$ cat src/rtl/nand_glue_pkg.sv
package nand_glue_pkg;
  typedef struct packed {
    logic cle;
    logic ale;
    logic we;
    logic re;
  } flash_strobe_t;

  localparam int unsigned NG_SEL_W = 3;
endpackage

$ cat src/rtl/ngd_addr_decode.sv
module ngd_addr_decode #(
  parameter int unsigned ADDR_W     = 25,
  parameter int unsigned SEL_LSB    = 22,
  parameter int unsigned SEL_W      = nand_glue_pkg::NG_SEL_W,
  parameter int unsigned NUM_SLOTS  = 2,
  parameter int unsigned SLOT_BASE  = 2,
  parameter int unsigned REGS_CODE  = 4
) (
  input  logic [ADDR_W-1:0]    addr,
  output logic [NUM_SLOTS-1:0] slot_hit,
  output logic                 reg_hit
);
  logic [SEL_W-1:0] tgt_field;
  assign tgt_field = addr[SEL_LSB +: SEL_W];

  for (genvar g = 0; g < NUM_SLOTS; g++) begin : g_slot
    localparam logic [SEL_W-1:0] CODE = SEL_W'(SLOT_BASE + g);
    assign slot_hit[g] = (tgt_field == CODE);
  end

  assign reg_hit = (tgt_field == SEL_W'(REGS_CODE));
endmodule

$ cat src/rtl/ngd_rdy_sync.sv
module ngd_rdy_sync #(
  parameter int unsigned NUM_SLOTS = 2
) (
  input  logic                 clk,
  input  logic                 rst,
  input  logic [NUM_SLOTS-1:0] rdy_async,
  output logic [NUM_SLOTS-1:0] rdy_sync
);
  for (genvar g = 0; g < NUM_SLOTS; g++) begin : g_sync
    logic meta_q, sync_q;
    always_ff @(posedge clk) begin
      if (rst) begin
        meta_q <= 1'b0;
        sync_q <= 1'b0;
      end else begin
        meta_q <= rdy_async[g];
        sync_q <= meta_q;
      end
    end
    assign rdy_sync[g] = sync_q;
  end
endmodule

$ cat src/rtl/ngd_status.sv
module ngd_status #(
  parameter int unsigned NUM_SLOTS = 2,
  parameter int unsigned DATA_W    = 8,
  parameter int unsigned RD_W      = 16,
  parameter int unsigned OFS_W     = 8,
  parameter int unsigned STAT_OFS  = 2
) (
  input  logic                 clk,
  input  logic                 rst,
  input  logic                 bus_sel,
  input  logic                 bus_rd,
  input  logic [NUM_SLOTS-1:0] slot_hit,
  input  logic                 reg_hit,
  input  logic [OFS_W-1:0]     reg_ofs,
  input  logic [NUM_SLOTS-1:0] rdy_sync,
  input  logic [DATA_W-1:0]    flash_rdata,
  output logic [RD_W-1:0]      rdata_next
);
  localparam int unsigned IDX_W = (NUM_SLOTS > 1) ? $clog2(NUM_SLOTS) : 1;

  logic [IDX_W-1:0] last_idx_q;

  always_ff @(posedge clk) begin
    if (rst) begin
      last_idx_q <= '0;
    end else if (bus_sel) begin
      for (int i = 0; i < NUM_SLOTS; i++) begin
        if (slot_hit[i]) last_idx_q <= IDX_W'(i);
      end
    end
  end

  always_comb begin
    rdata_next = '0;
    if (bus_sel && bus_rd) begin
      if (|slot_hit) begin
        rdata_next = {{(RD_W-DATA_W){1'b0}}, flash_rdata};
      end else if (reg_hit && reg_ofs == OFS_W'(STAT_OFS)) begin
        rdata_next = {{(RD_W-1){1'b0}}, rdy_sync[last_idx_q]};
      end
    end
  end
endmodule

$ cat src/rtl/nand_glue_decoder.sv
module nand_glue_decoder #(
  parameter int unsigned ADDR_W    = 25,
  parameter int unsigned DATA_W    = 8,
  parameter int unsigned RD_W      = 16,
  parameter int unsigned NUM_SLOTS = 2,
  parameter int unsigned SEL_LSB   = 22,
  parameter int unsigned SLOT_BASE = 2,
  parameter int unsigned REGS_CODE = 4,
  parameter int unsigned CLE_BIT   = 5,
  parameter int unsigned ALE_BIT   = 4,
  parameter int unsigned OFS_W     = 8,
  parameter int unsigned STAT_OFS  = 2
) (
  input  logic                 clk,
  input  logic                 rst,
  input  logic                 bus_sel,
  input  logic [ADDR_W-1:0]    bus_addr,
  input  logic                 bus_rd,
  input  logic                 bus_wr,
  input  logic [DATA_W-1:0]    bus_wdata,
  output logic [RD_W-1:0]      bus_rdata,
  input  logic [DATA_W-1:0]    flash_rdata,
  input  logic [NUM_SLOTS-1:0] flash_rdy,
  output logic [NUM_SLOTS-1:0] flash_ce,
  output logic                 flash_cle,
  output logic                 flash_ale,
  output logic                 flash_we,
  output logic                 flash_re,
  output logic [DATA_W-1:0]    flash_wdata
);
  import nand_glue_pkg::*;

  logic [NUM_SLOTS-1:0] slot_hit;
  logic                 reg_hit;
  logic [NUM_SLOTS-1:0] rdy_sync;
  logic [RD_W-1:0]      rdata_next;
  logic                 slot_access;
  flash_strobe_t        strb_next, strb_q;

  ngd_addr_decode #(
    .ADDR_W(ADDR_W), .SEL_LSB(SEL_LSB), .SEL_W(NG_SEL_W),
    .NUM_SLOTS(NUM_SLOTS), .SLOT_BASE(SLOT_BASE), .REGS_CODE(REGS_CODE)
  ) u_dec (
    .addr(bus_addr), .slot_hit(slot_hit), .reg_hit(reg_hit)
  );

  ngd_rdy_sync #(.NUM_SLOTS(NUM_SLOTS)) u_sync (
    .clk(clk), .rst(rst), .rdy_async(flash_rdy), .rdy_sync(rdy_sync)
  );

  ngd_status #(
    .NUM_SLOTS(NUM_SLOTS), .DATA_W(DATA_W), .RD_W(RD_W),
    .OFS_W(OFS_W), .STAT_OFS(STAT_OFS)
  ) u_stat (
    .clk(clk), .rst(rst), .bus_sel(bus_sel), .bus_rd(bus_rd),
    .slot_hit(slot_hit), .reg_hit(reg_hit), .reg_ofs(bus_addr[OFS_W-1:0]),
    .rdy_sync(rdy_sync), .flash_rdata(flash_rdata), .rdata_next(rdata_next)
  );

  assign slot_access   = bus_sel && (|slot_hit);
  assign strb_next.cle = slot_access && bus_addr[CLE_BIT];
  assign strb_next.ale = slot_access && bus_addr[ALE_BIT];
  assign strb_next.we  = slot_access && bus_wr;
  assign strb_next.re  = slot_access && bus_rd;

  always_ff @(posedge clk) begin
    if (rst) begin
      flash_ce    <= '0;
      strb_q      <= '0;
      flash_wdata <= '0;
      bus_rdata   <= '0;
    end else begin
      flash_ce    <= bus_sel ? slot_hit : '0;
      strb_q      <= strb_next;
      flash_wdata <= bus_wdata;
      bus_rdata   <= rdata_next;
    end
  end

  assign flash_cle = strb_q.cle;
  assign flash_ale = strb_q.ale;
  assign flash_we  = strb_q.we;
  assign flash_re  = strb_q.re;

  assert_ce_onehot_R2: assert property (@(posedge clk) disable iff (rst)
    $onehot0(flash_ce));
  assert_idle_when_unselected_R3: assert property (@(posedge clk) disable iff (rst)
    !bus_sel |=> (flash_ce == '0 && !flash_cle && !flash_ale && !flash_we && !flash_re));
  assert_latch_needs_ce_R4: assert property (@(posedge clk) disable iff (rst)
    (flash_cle || flash_ale) |-> (|flash_ce));
  assert_strobe_needs_ce_R5: assert property (@(posedge clk) disable iff (rst)
    (flash_we || flash_re) |-> (|flash_ce));
  assert_regs_quiet_R6: assert property (@(posedge clk) disable iff (rst)
    (bus_sel && reg_hit) |=> (flash_ce == '0 && !flash_cle && !flash_ale && !flash_we && !flash_re));
  assert_status_upper_zero_R7: assert property (@(posedge clk) disable iff (rst)
    (bus_sel && bus_rd && reg_hit) |=> (bus_rdata[RD_W-1:1] == '0));
  assert_unknown_zero_R8: assert property (@(posedge clk) disable iff (rst)
    (bus_sel && !reg_hit && !(|slot_hit)) |=> (flash_ce == '0 && bus_rdata == '0));
endmodule

$ cat config.mk
export PLATFORM = sky130hd
export DESIGN_NAME = nand_glue_decoder
export DESIGN_NICKNAME = d
export VERILOG_FILES = /design/src/rtl/nand_glue_pkg.sv /design/src/rtl/ngd_addr_decode.sv /design/src/rtl/ngd_rdy_sync.sv /design/src/rtl/ngd_status.sv /design/src/rtl/nand_glue_decoder.sv
export SDC_FILE = /design/constraint.sdc
export NUM_CORES = 1
export LEC_CHECK = 0
export BUFFER_PORTS_ARGS = -buffer_cell sky130_fd_sc_hd__buf_2
export CORE_ASPECT_RATIO = 0.8
export CORE_MARGIN = 5
export CORE_UTILIZATION = 39
export DETAILED_ROUTE_END_ITERATION = 16
export PLACE_DENSITY_LB_ADDON = 0.25
export SLEW_MARGIN = 20
export SYNTH_ARGS = -nofsm -noshare
export SYNTH_HDL_FRONTEND = slang
export SYNTH_SLANG_ARGS = --single-unit
export TNS_END_PERCENT = 100
$ cat constraint.sdc
create_clock -name clk -period 1.2 [get_ports clk]
set_input_delay 0.06 -clock clk [delete_from_list [all_inputs] [get_ports clk]]
set_output_delay 0.06 -clock clk [all_outputs]
set_load 0.05 [all_outputs]
* Yosys cells after proc, flatten, opt, wreduce, memory -nomap -nowiden
Index checks and enable logic that the tools add are counted.
** Word-level totals
- Logic and storage cells :: 39
- Flip-flop bits (word level) :: 35
- Output and inout bits :: 30
** Cells by class
- Equal/unequal tests :: 4
- Multiplexer cells :: 6
- Bitwise logic cells :: 2
- Reduce and logical (&&, ||, !) cells :: 13
- Order comparisons :: 1
** Operators with widths (count)
- == test 8 x 2 -> 1 bit, second input constant :: 1
- 2-to-1 mux 8 bit :: 1
- logical AND 1 bit :: 7
- == test 3 x 2 -> 1 bit, second input constant :: 2
- OR reduction 2 bit :: 3
- 2-to-1 mux 1 bit :: 5
- OR reduction 4 bit :: 1
- == test 3 bit, second input constant :: 1
- less-than comparator 1 x 2 -> 1 bit, second input constant :: 1
- inverter 1 bit :: 2
- AND reduction 2 bit :: 1
- nonzero test 2 bit :: 1

* Longest topological paths before layout
Gate-level depths: netlist of the first run.
- Depth in word-level cells :: 4
- Depth in mapped cells :: 3

* By module
A second synthesis of the first run with hierarchy kept.
** Second synthesis, totals
- Cell total of the unflattened synthesis :: 109
- Area total of the unflattened synthesis :: 1206.2 um^2
** Modules (own cells, without submodules)
- nand_glue_decoder :: cells each 66, instances 1, area each 828.3 um^2, seq. area each 600.6 um^2
- ngd_status :: cells each 30, instances 1, area each 232.7 um^2, seq. area each 20.0 um^2
- ngd_rdy_sync :: cells each 10, instances 1, area each 120.1 um^2, seq. area each 80.1 um^2
- ngd_addr_decode :: cells each 3, instances 1, area each 25.0 um^2, seq. area each 0.0 um^2

* Worst setup path after synthesis of the first run
Ideal clock, no wire load.
- Path kind :: input to register
- From :: input port bus_addr[24]
- To :: register bus_rdata[1]
- Library setup time :: 0.059 ns
- Slack :: 0.516 ns
- Data required time :: 1.141 ns
- Path buffers :: 0
- Cell stages on the path :: 3
- Arrival :: 0.625 ns
- Cells stage by stage :: nand3b_4 > nor3b_4 > and2_1
** On the way
- Longest elaborated chain between the ends :: 3
** RTL lines
- from (decl) :: line nand_glue_decoder.sv:17 : input logic [ADDR_W-1:0] bus_addr,
- == test 3 x 2 -> 1 bit :: line ngd_addr_decode.sv:18 : assign slot_hit[g] = (tgt_field == CODE);
- OR reduction 2 bit * :: line ngd_status.sv:36 : if (|slot_hit) begin
- 2-to-1 mux 8 bit * :: line ngd_status.sv:36
- to (signal assigned) :: line nand_glue_decoder.sv:76 : bus_rdata <= rdata_next;
- to (decl) :: line nand_glue_decoder.sv:21 : output logic [RD_W-1:0] bus_rdata,
Mark *: on every way between the ends. The rest lies on a longest branch, timed or not.
A chain may end at the register's enable or synchronous reset.

* Worst setup path after layout of the first run
- From :: input port rst
- To :: register bus_rdata[0]
** On the way
- Longest elaborated chain between the ends :: 1
** RTL lines
- from (decl) :: line nand_glue_decoder.sv:15 : input logic rst,
- OR reduction 2 bit (no line)
No other way between the ends.

==> impl_results.md, run 1 <==
- Crit. End Element: flip-flop
- Post-Place Cells: between 150 and 200
- Synth Warn #: 0
- Final hold slack: 46.4 ps
- Clock buffer count from CTS: 3
- RePlAce Congestion: 0.691
- Netlist Area Pre-Place: 877 µm²
- Die width: 63.0 µm
- Fin. max-slew vios: 0
- Port Buffers: 55
- Library cells used by synthesis: 16
- Commonest non-fill, non-tap cell in the layout: buf_2
- Clock Skew: 2.54 ps
- Die ar.: 3300 µm²
- Share of cells above drive strength 1: between 40% and 50%
- All-Layer GR Usage: a little over an eighth
- Synth-to-Final Area Change: 60.8%
- Setup Slack @ Placement: 280 ps
- Clock Latency Late Sink: 310 ps
- PwrDens: 1140 nW/µm²
- Postcts setup bufs: 0
- Cell family with most CP delay: buffers and inverters
- Final HPWL DP: 1470 µm
- Avg Inst Size Synth: 12.0 µm²
- Max Cap Viol: 0
- Vias in the first global route: 768
- Final Hold Vio Count: 0
- Slowest cell on the critical path: dlygate4sd3_1
- Seq/Total Area, Yosys: between 60 and 70%
- Initial antenna violation count: 0
- Final nets: 203
- Buf+Inv Stages, Crit Path: 2
- Largest stage delay, worst path: 530 ps
- Worst-path clk slew: between 100 and 150 ps
- First-pass GRT wire length: 3350 µm
- Total number of vias: 747
- Critical path class: primary input to flip-flop
- PnR Total Power: 1.60 mW
- Crit path launch type: primary input
- N_diodes: 0
- CP required: 1450 ps
- IO Pins: 78
- CTS H-tree depth: 1
- Max VDD drop: 0.887 mV
- Drt drc: 0
- Hold Path Class: primary input to flip-flop
- Final std cells w/o fill: about 180
- Final period utilization: 92.7%
- Longest Clk Path Bufs: 2
- Cell row count: 15
- ANT nets after route: 0
- CTS tree: built
- Worst setup margin: roughly 88 ps
- Initial DRC count: 6
- Root Buffer: clkbuf_4
- Placed Instance Area: 1150 µm²
- Final core utilization: 65.3%
- Largest net degree at the start of global routing: 16
- Design Area, Final: 1410 µm²
- Die span in y: 52.4 µm
- CTS sink cnt: 27
- Seq cells post-synth: 27
- Max Fclk: around 900 MHz
- Final Critical Period: ~1100 ps
- Pleak: 0.717 nW
- Post-DR wirelength/cell: around 12 µm
- Final setup viols: 0
- Worst path cell trace: dlygate4sd3_1, buf_2, nor4b_2, nand4_1, o2bb2ai_1
- Critical Path AT: 1360 ps
- Unrepaired setup endpoints after global routing: no
- Status: finished, final reports clean
- Starting Density: 40.6%
- Most frequent cells in the layout: buf_2 (55), dfxtp_1 (27), dlygate4sd3_1 (23)
- Post-Syn Instances: 73
- Crit-path max FO: 3
- DR vias/cell: about 4.2
- Overflow after GRT: 0
- TritonRoute pass-1 iters: 3
- Core area: 2160 µm²
- Total wire length: between 2000 and 2500 µm
- Setup_tns: 0 ps
==> synthesized netlist by cell type <==
library cell | number | area share, %
and2_1 | 11 | 7.8
buf_2 | 1 | 0.57
buf_4 | 8 | 6.8
conb_1 | 1 | 0.43
dfxtp_1 | 27 | 62
mux2i_1 | 2 | 2.3
nand3b_4 | 1 | 2.3
nand4_1 | 1 | 0.71
nor2_1 | 3 | 1.3
nor2b_1 | 12 | 8.6
nor3_1 | 1 | 0.57
nor3b_4 | 1 | 2.1
nor4b_1 | 1 | 1.0
nor4b_2 | 1 | 1.7
nor4bb_1 | 1 | 1.1
o2bb2ai_1 | 1 | 1.0
==> tightest hold or removal path: cells and delay by family <==
family,cells,cell delay [ps]
buf+inv,1,120
simple gates,2,150
==> per-layer routing <==
metal	track usage, %	share of wire, %	up-vias	wire [µm]
met2	24.9	54	38	1120
met1	12.1	34	326	717
met3	5.36	10	4	209
li1	-	-	379	-
met4	7.42	2.2	0	47
met5	0	0	-	0
==> state kept, by name, summed over array words and instances (netlist names) <==
name	count
flash_re	1
flash_we	1
bus_rdata	8
flash_ce	2
flash_wdata	8
u_sync.g_sync.meta_q	2
u_sync.g_sync.sync_q	2
flash_cle	1
flash_ale	1
u_stat.last_idx_q	1
==> cell type report <==
class	count	area, µm²
timing repair buffer	79	513
tap	25	31.3
multi-input combinational	44	298
clock inverter	1	5.00
fill	181	748
clock buffer	3	22.5
sequential	27	541
==> final timing paths <==
kind                      startpoint                      end  slack (ps)  cells past startpoint
min                          bus_sel              flash_ce[0]          50                      3
max                              rst             bus_rdata[0]          90                      5
min reg2reg  u_sync.g_sync[1].meta_q  u_sync.g_sync[1].sync_q         450                      1
max reg2reg        u_stat.last_idx_q             bus_rdata[0]         460                      2
==> what timing repair did <==
item,CTS,global route
hold buffers,22,1
resized for setup,0,0
hold endpoints to repair,23,1
setup endpoints to repair,0,0
==> where the power goes <==
| part | internal (mW) | leakage (nW) | switching, mW | total (mW) |
|---|---|---|---|---|
| clock network | 0.125 | 0.0177 | 0.242 | 0.366 |
| logic | 0.125 | 0.478 | 0.183 | 0.308 |
| registers | 0.924 | 0.221 | 0.00628 | 0.930 |
| total | 1.17 | 0.717 | 0.431 | 1.60 |
==> cells by family (layout without fill, tap and decap cells) <==
family	count (synthesis)	count (layout)	share of synthesized area (%)
AND/OR/NAND/NOR	33	33	27.2
flip-flops	27	27	61.6
buffers and inverters	9	83	7.42
multiplexers	2	2	2.28
other	1	8	0.428
AO/OA/AOI/OAI	1	1	0.999
Power figures use the tool's default switching activity.
==> run 2: changes to the inputs <==
clock period = 1.3 ns   (was 1.2 ns; I/O delays follow)
==> impl_results.md, run 2 (synthesis results as in run 1) <==
- Most frequent cells in the layout: buf_2 (55), dfxtp_1 (27), dlygate4sd3_1 (23)
- Starting Density: 40.6%
- Top flop regs: bus_rdata (8), flash_wdata (8)
- Final Hold Vio Count: 0
- Crit path launch type: primary input
- Status: finished, final reports clean
- Critical Path AT: 1340 ps
- Final core utilization: about two thirds
- Max Cap Viol: 0
- Placed Instance Area: about 1200 µm²
- Postcts setup bufs: 0
- Area of the multi-input gates: 298 µm²
- Register area: 541 µm²
- Post-DR wirelength/cell: about 12 µm
- Commonest non-fill, non-tap cell in the layout: buf_2
- Max VDD drop: roughly 0.9 mV
- Die width: approximately 63 µm
- Final hold slack: 46.2 ps
- IO Pins: 78
- Die ar.: between 3000 and 4000 µm²
- Final HPWL DP: ~1500 µm
- Max Fclk: 925 MHz
- Initial antenna violation count: 0
- Final Critical Period: about 1100 ps
- Total wire length: 2110 µm
- First-pass GRT wire length: ~3500 µm
- Cell row count: 15
- Final std cells w/o fill: 179
- Worst-path clk slew: 130 ps
- N_diodes: 0
- Worst setup margin: between 200 and 250 ps
- CP required: 1560 ps
- TritonRoute pass-1 iters: 4
- Final setup viols: 0
- DR vias/cell: 4.16
- Total number of vias: 744
- Clock Skew: 0.355 ps
- Unrepaired setup endpoints after global routing: no
- CTS H-tree depth: 1
- Post-Place Cells: 152
- RePlAce Congestion: 0.689
- Fillers: 190
- Final period utilization: ~83%
- Overflow after GRT: 0
- Clock Latency Late Sink: 310 ps
- Hold Path Class: primary input to flip-flop
- ANT nets after route: 0
- All-Layer GR Usage: 13.5%
- Fin. max-slew vios: 0
- Pleak: 0.717 nW
- Initial DRC count: 8
- Synth-to-Final Area Change: 60.8%
- Core area: 2160 µm²
- Vias in the first global route: 811
- Longest Clk Path Bufs: 2
- Crit-path max FO: 3
- Final nets: 203
- Root Buffer: clkbuf_4
- Critical path class: primary input to flip-flop
- PnR Total Power: 1.48 mW
- Drt drc: 0
- Setup_tns: 0 ps
- Share of cells above drive strength 1: 40.9%
- Design Area, Final: 1410 µm²
- PwrDens: 1050 nW/µm²
- Setup Slack @ Placement: approximately 350 ps
- CTS sink cnt: 27
- Port Buffers: 55
- Clock buffer count from CTS: 3
- Die span in y: 52.4 µm
- Crit. End Element: flip-flop
- CTS tree: built
- Largest net degree at the start of global routing: 16
[run 2: layout make-up]
class	count	area share [%]
clock buffer	3	1.60
clock inverter	1	0.355
multi-input combinational	44	21.1
sequential	27	38.3
tap	25	2.22
timing repair buffer	79	36.4
[run 2: worst max-delay path, stage by stage]
cell,delay (ps)
dlygate4sd3_1,530
buf_2,150
nor4b_2,310
nand4_1,150
o2bb2ai_1,140
[run 2: final timing paths]
kind                      startpoint                      end  slack, ps  depth (start not counted)
max reg2reg        u_stat.last_idx_q             bus_rdata[0]        570                          2
min reg2reg  u_sync.g_sync[1].meta_q  u_sync.g_sync[1].sync_q        460                          1
min                      bus_addr[7]             bus_rdata[0]         50                          4
max                              rst             bus_rdata[0]        220                          5
[run 2: per-layer routing]
| metal | GRT usage (%) | wire (µm) | up-vias |
|---|---|---|---|
| met5 | 0 | 0 | - |
| met1 | 12.6 | 693 | 327 |
| met2 | 25.9 | 1140 | 37 |
| li1 | - | - | 378 |
| met3 | 6.65 | 255 | 2 |
| met4 | 4.24 | 27 | 0 |
[run 2: timing repair]
item                       in CTS  in global routing
hold endpoints to repair       24                  0
hold buffers                   23                  0
setup endpoints to repair       0                  0
gates resized for setup         0                  0
[run 2: power breakdown]
group / internal (mW) / switching (mW) / total, mW
combinational: 0.116 / 0.170 / 0.285
clock: 0.115 / 0.222 / 0.337
sequential: 0.853 / 0.00609 / 0.859
==> run 3: changes to the inputs <==
CORE_UTILIZATION = 36   (was 39)
clock period = 1.06 ns   (was 1.3 ns; I/O delays follow)
==> impl_results.md, run 3 (synthesis results as in run 1) <==
- Final nets: 203
- Crit-path max FO: 2
- Top flop regs: bus_rdata (8), flash_wdata (8)
- Max Cap Viol: 0
- Overflow after GRT: 0
- Postcts setup bufs: 0
- Drt drc: 0
- Longest Clk Path Bufs: 2
- Worst-path clk slew: 140 ps
- TritonRoute pass-1 iters: 3
- Largest stage delay, worst path: between 500 and 600 ps
- Final Critical Period: 1000 ps
- Clock power frac: 23.2%
- Most frequent cells in the layout: buf_2 (55), dfxtp_1 (27), dlygate4sd3_1 (23)
- Clock buffer count from CTS: 3
- Logic pwr share: 19.2%
- Worst setup margin: 55.4 ps
- Synth-to-Final Area Change: 62.8%
- Net switching power: between 0.4 and 0.5 mW
- Largest net degree at the start of global routing: 17
- First-pass GRT wire length: ~3000 µm
- Pleak: 0.715 nW
- Max VDD drop: about 0.84 mV
- Slowest cell on the critical path: dlygate4sd3_1
- Fillers: roughly 230
- Total number of vias: between 700 and 800
- Flop pwr share: 57.6%
- Post-DR wirelength/cell: 10.7 µm
- DR vias/cell: 4.23
- Final setup viols: 0
- Cell row count: 16
- Cell-internal power: 1.33 mW
- CTS tree: built
- Initial DRC count: 6
- All-Layer GR Usage: 11.8%
- Starting Density: 36.8%
- Final std cells w/o fill: 181
- Clock Latency Late Sink: approximately 310 ps
- Fin. max-slew vios: 0
- Max Fclk: 995 MHz
- Final HPWL DP: 1480 µm
- Worst path cell trace: dlygate4sd3_1, buf_2, nor4bb_2, nand4_1, o2bb2ai_2
- PnR Total Power: 1.83 mW
- Core area: roughly 2400 µm²
- Port Buffers: 55
- Critical path class: primary input to flip-flop
- ANT nets after route: 0
- Initial antenna violation count: 0
- Buf+Inv Stages, Crit Path: 2
- Die ar.: approximately 3500 µm²
- RePlAce Congestion: 0.732
- N_diodes: 0
- IO Pins: 78
- Final Hold Vio Count: 0
- Final period utilization: 94.8%
- R2R Setup Slk: 290 ps
- Vias in the first global route: 772
- Critical Path AT: 1260 ps
- Die width: between 60 and 70 µm
- Crit path launch type: primary input
- Total wire length: 1940 µm
- Share of cells above drive strength 1: 42.2%
- Clock Skew: ~0.99 ps
- Hold Path Class: primary input to flip-flop
- Root Buffer: clkbuf_4
- Final core utilization: 59.9%
- Switch share: 27.0%
- Commonest non-fill, non-tap cell in the layout: buf_2
- Post-Place Cells: 154
- Setup Slack @ Placement: 126 ps
- CTS H-tree depth: 1
- Crit. End Element: flip-flop
- Die span in y: 54.2 µm
- Setup_tns: 0 ps
- CP required: ~1300 ps
- PwrDens: 1280 nW/µm²
- CTS sink cnt: 27
- Status: finished, final reports clean
- Cell family with most CP delay: buffers and inverters
==> run 3: area by class of cell <==
class	count	area (µm²)	area share, %
flip-flops and latches	27	541	37.9
repair buffers	79	513	35.9
multi-input cells	44	310	21.7
well taps	27	33.8	2.37
clock buffers	3	22.5	1.58
clock inverters	1	7.51	0.526
==> run 3: path summary, 6_finish.rpt <==
path                                              start                       to  cells after the start
worst max register to register        u_stat.last_idx_q             bus_rdata[0]                      2
worst max-delay path                        bus_addr[5]             bus_rdata[0]                      5
worst min-delay path                                rst                 flash_re                      2
worst min register to register  u_sync.g_sync[1].meta_q  u_sync.g_sync[1].sync_q                      1
==> run 3: power by group through the flow <==
stage                     logic [mW]  registers (mW)  clock network [mW]
after floorplan                0.126            1.16                   0
after global placement         0.279            1.07                   0
after detailed placement       0.283            1.08                   0
after CTS                      0.349            1.05               0.453
after global routing           0.375            1.06               0.496
final                          0.351            1.05               0.423
==> run 3: repair_timing <==
item	in CTS	in global routing
resized for setup	0	2
endpoints found under the setup margin	0	1
hold endpoints to repair	24	0
hold buffers	23	0
==> run 3: routing by layer <==
| layer | vias to the layer above | part of all wire (%) | GRT usage (%) | routed length (µm) |
|---|---|---|---|---|
| met5 | - | 0 | 0 | 0 |
| met4 | 0 | 0.72 | 3.10 | 14 |
| met3 | 4 | 12 | 6.47 | 238 |
| met2 | 38 | 53 | 23.9 | 1040 |
| met1 | 344 | 34 | 10.1 | 654 |
| li1 | 380 | - | - | - |
==> run 3: metrics by stage <==
stage          hold WS [ps]  area [µm²]
4_1_cts               0.737        1420
2_1_floorplan           125         903
3_3_place_gp            257        1150
6_report               19.5        1430
3_5_place_dp            259        1150
5_1_grt                8.11        1430
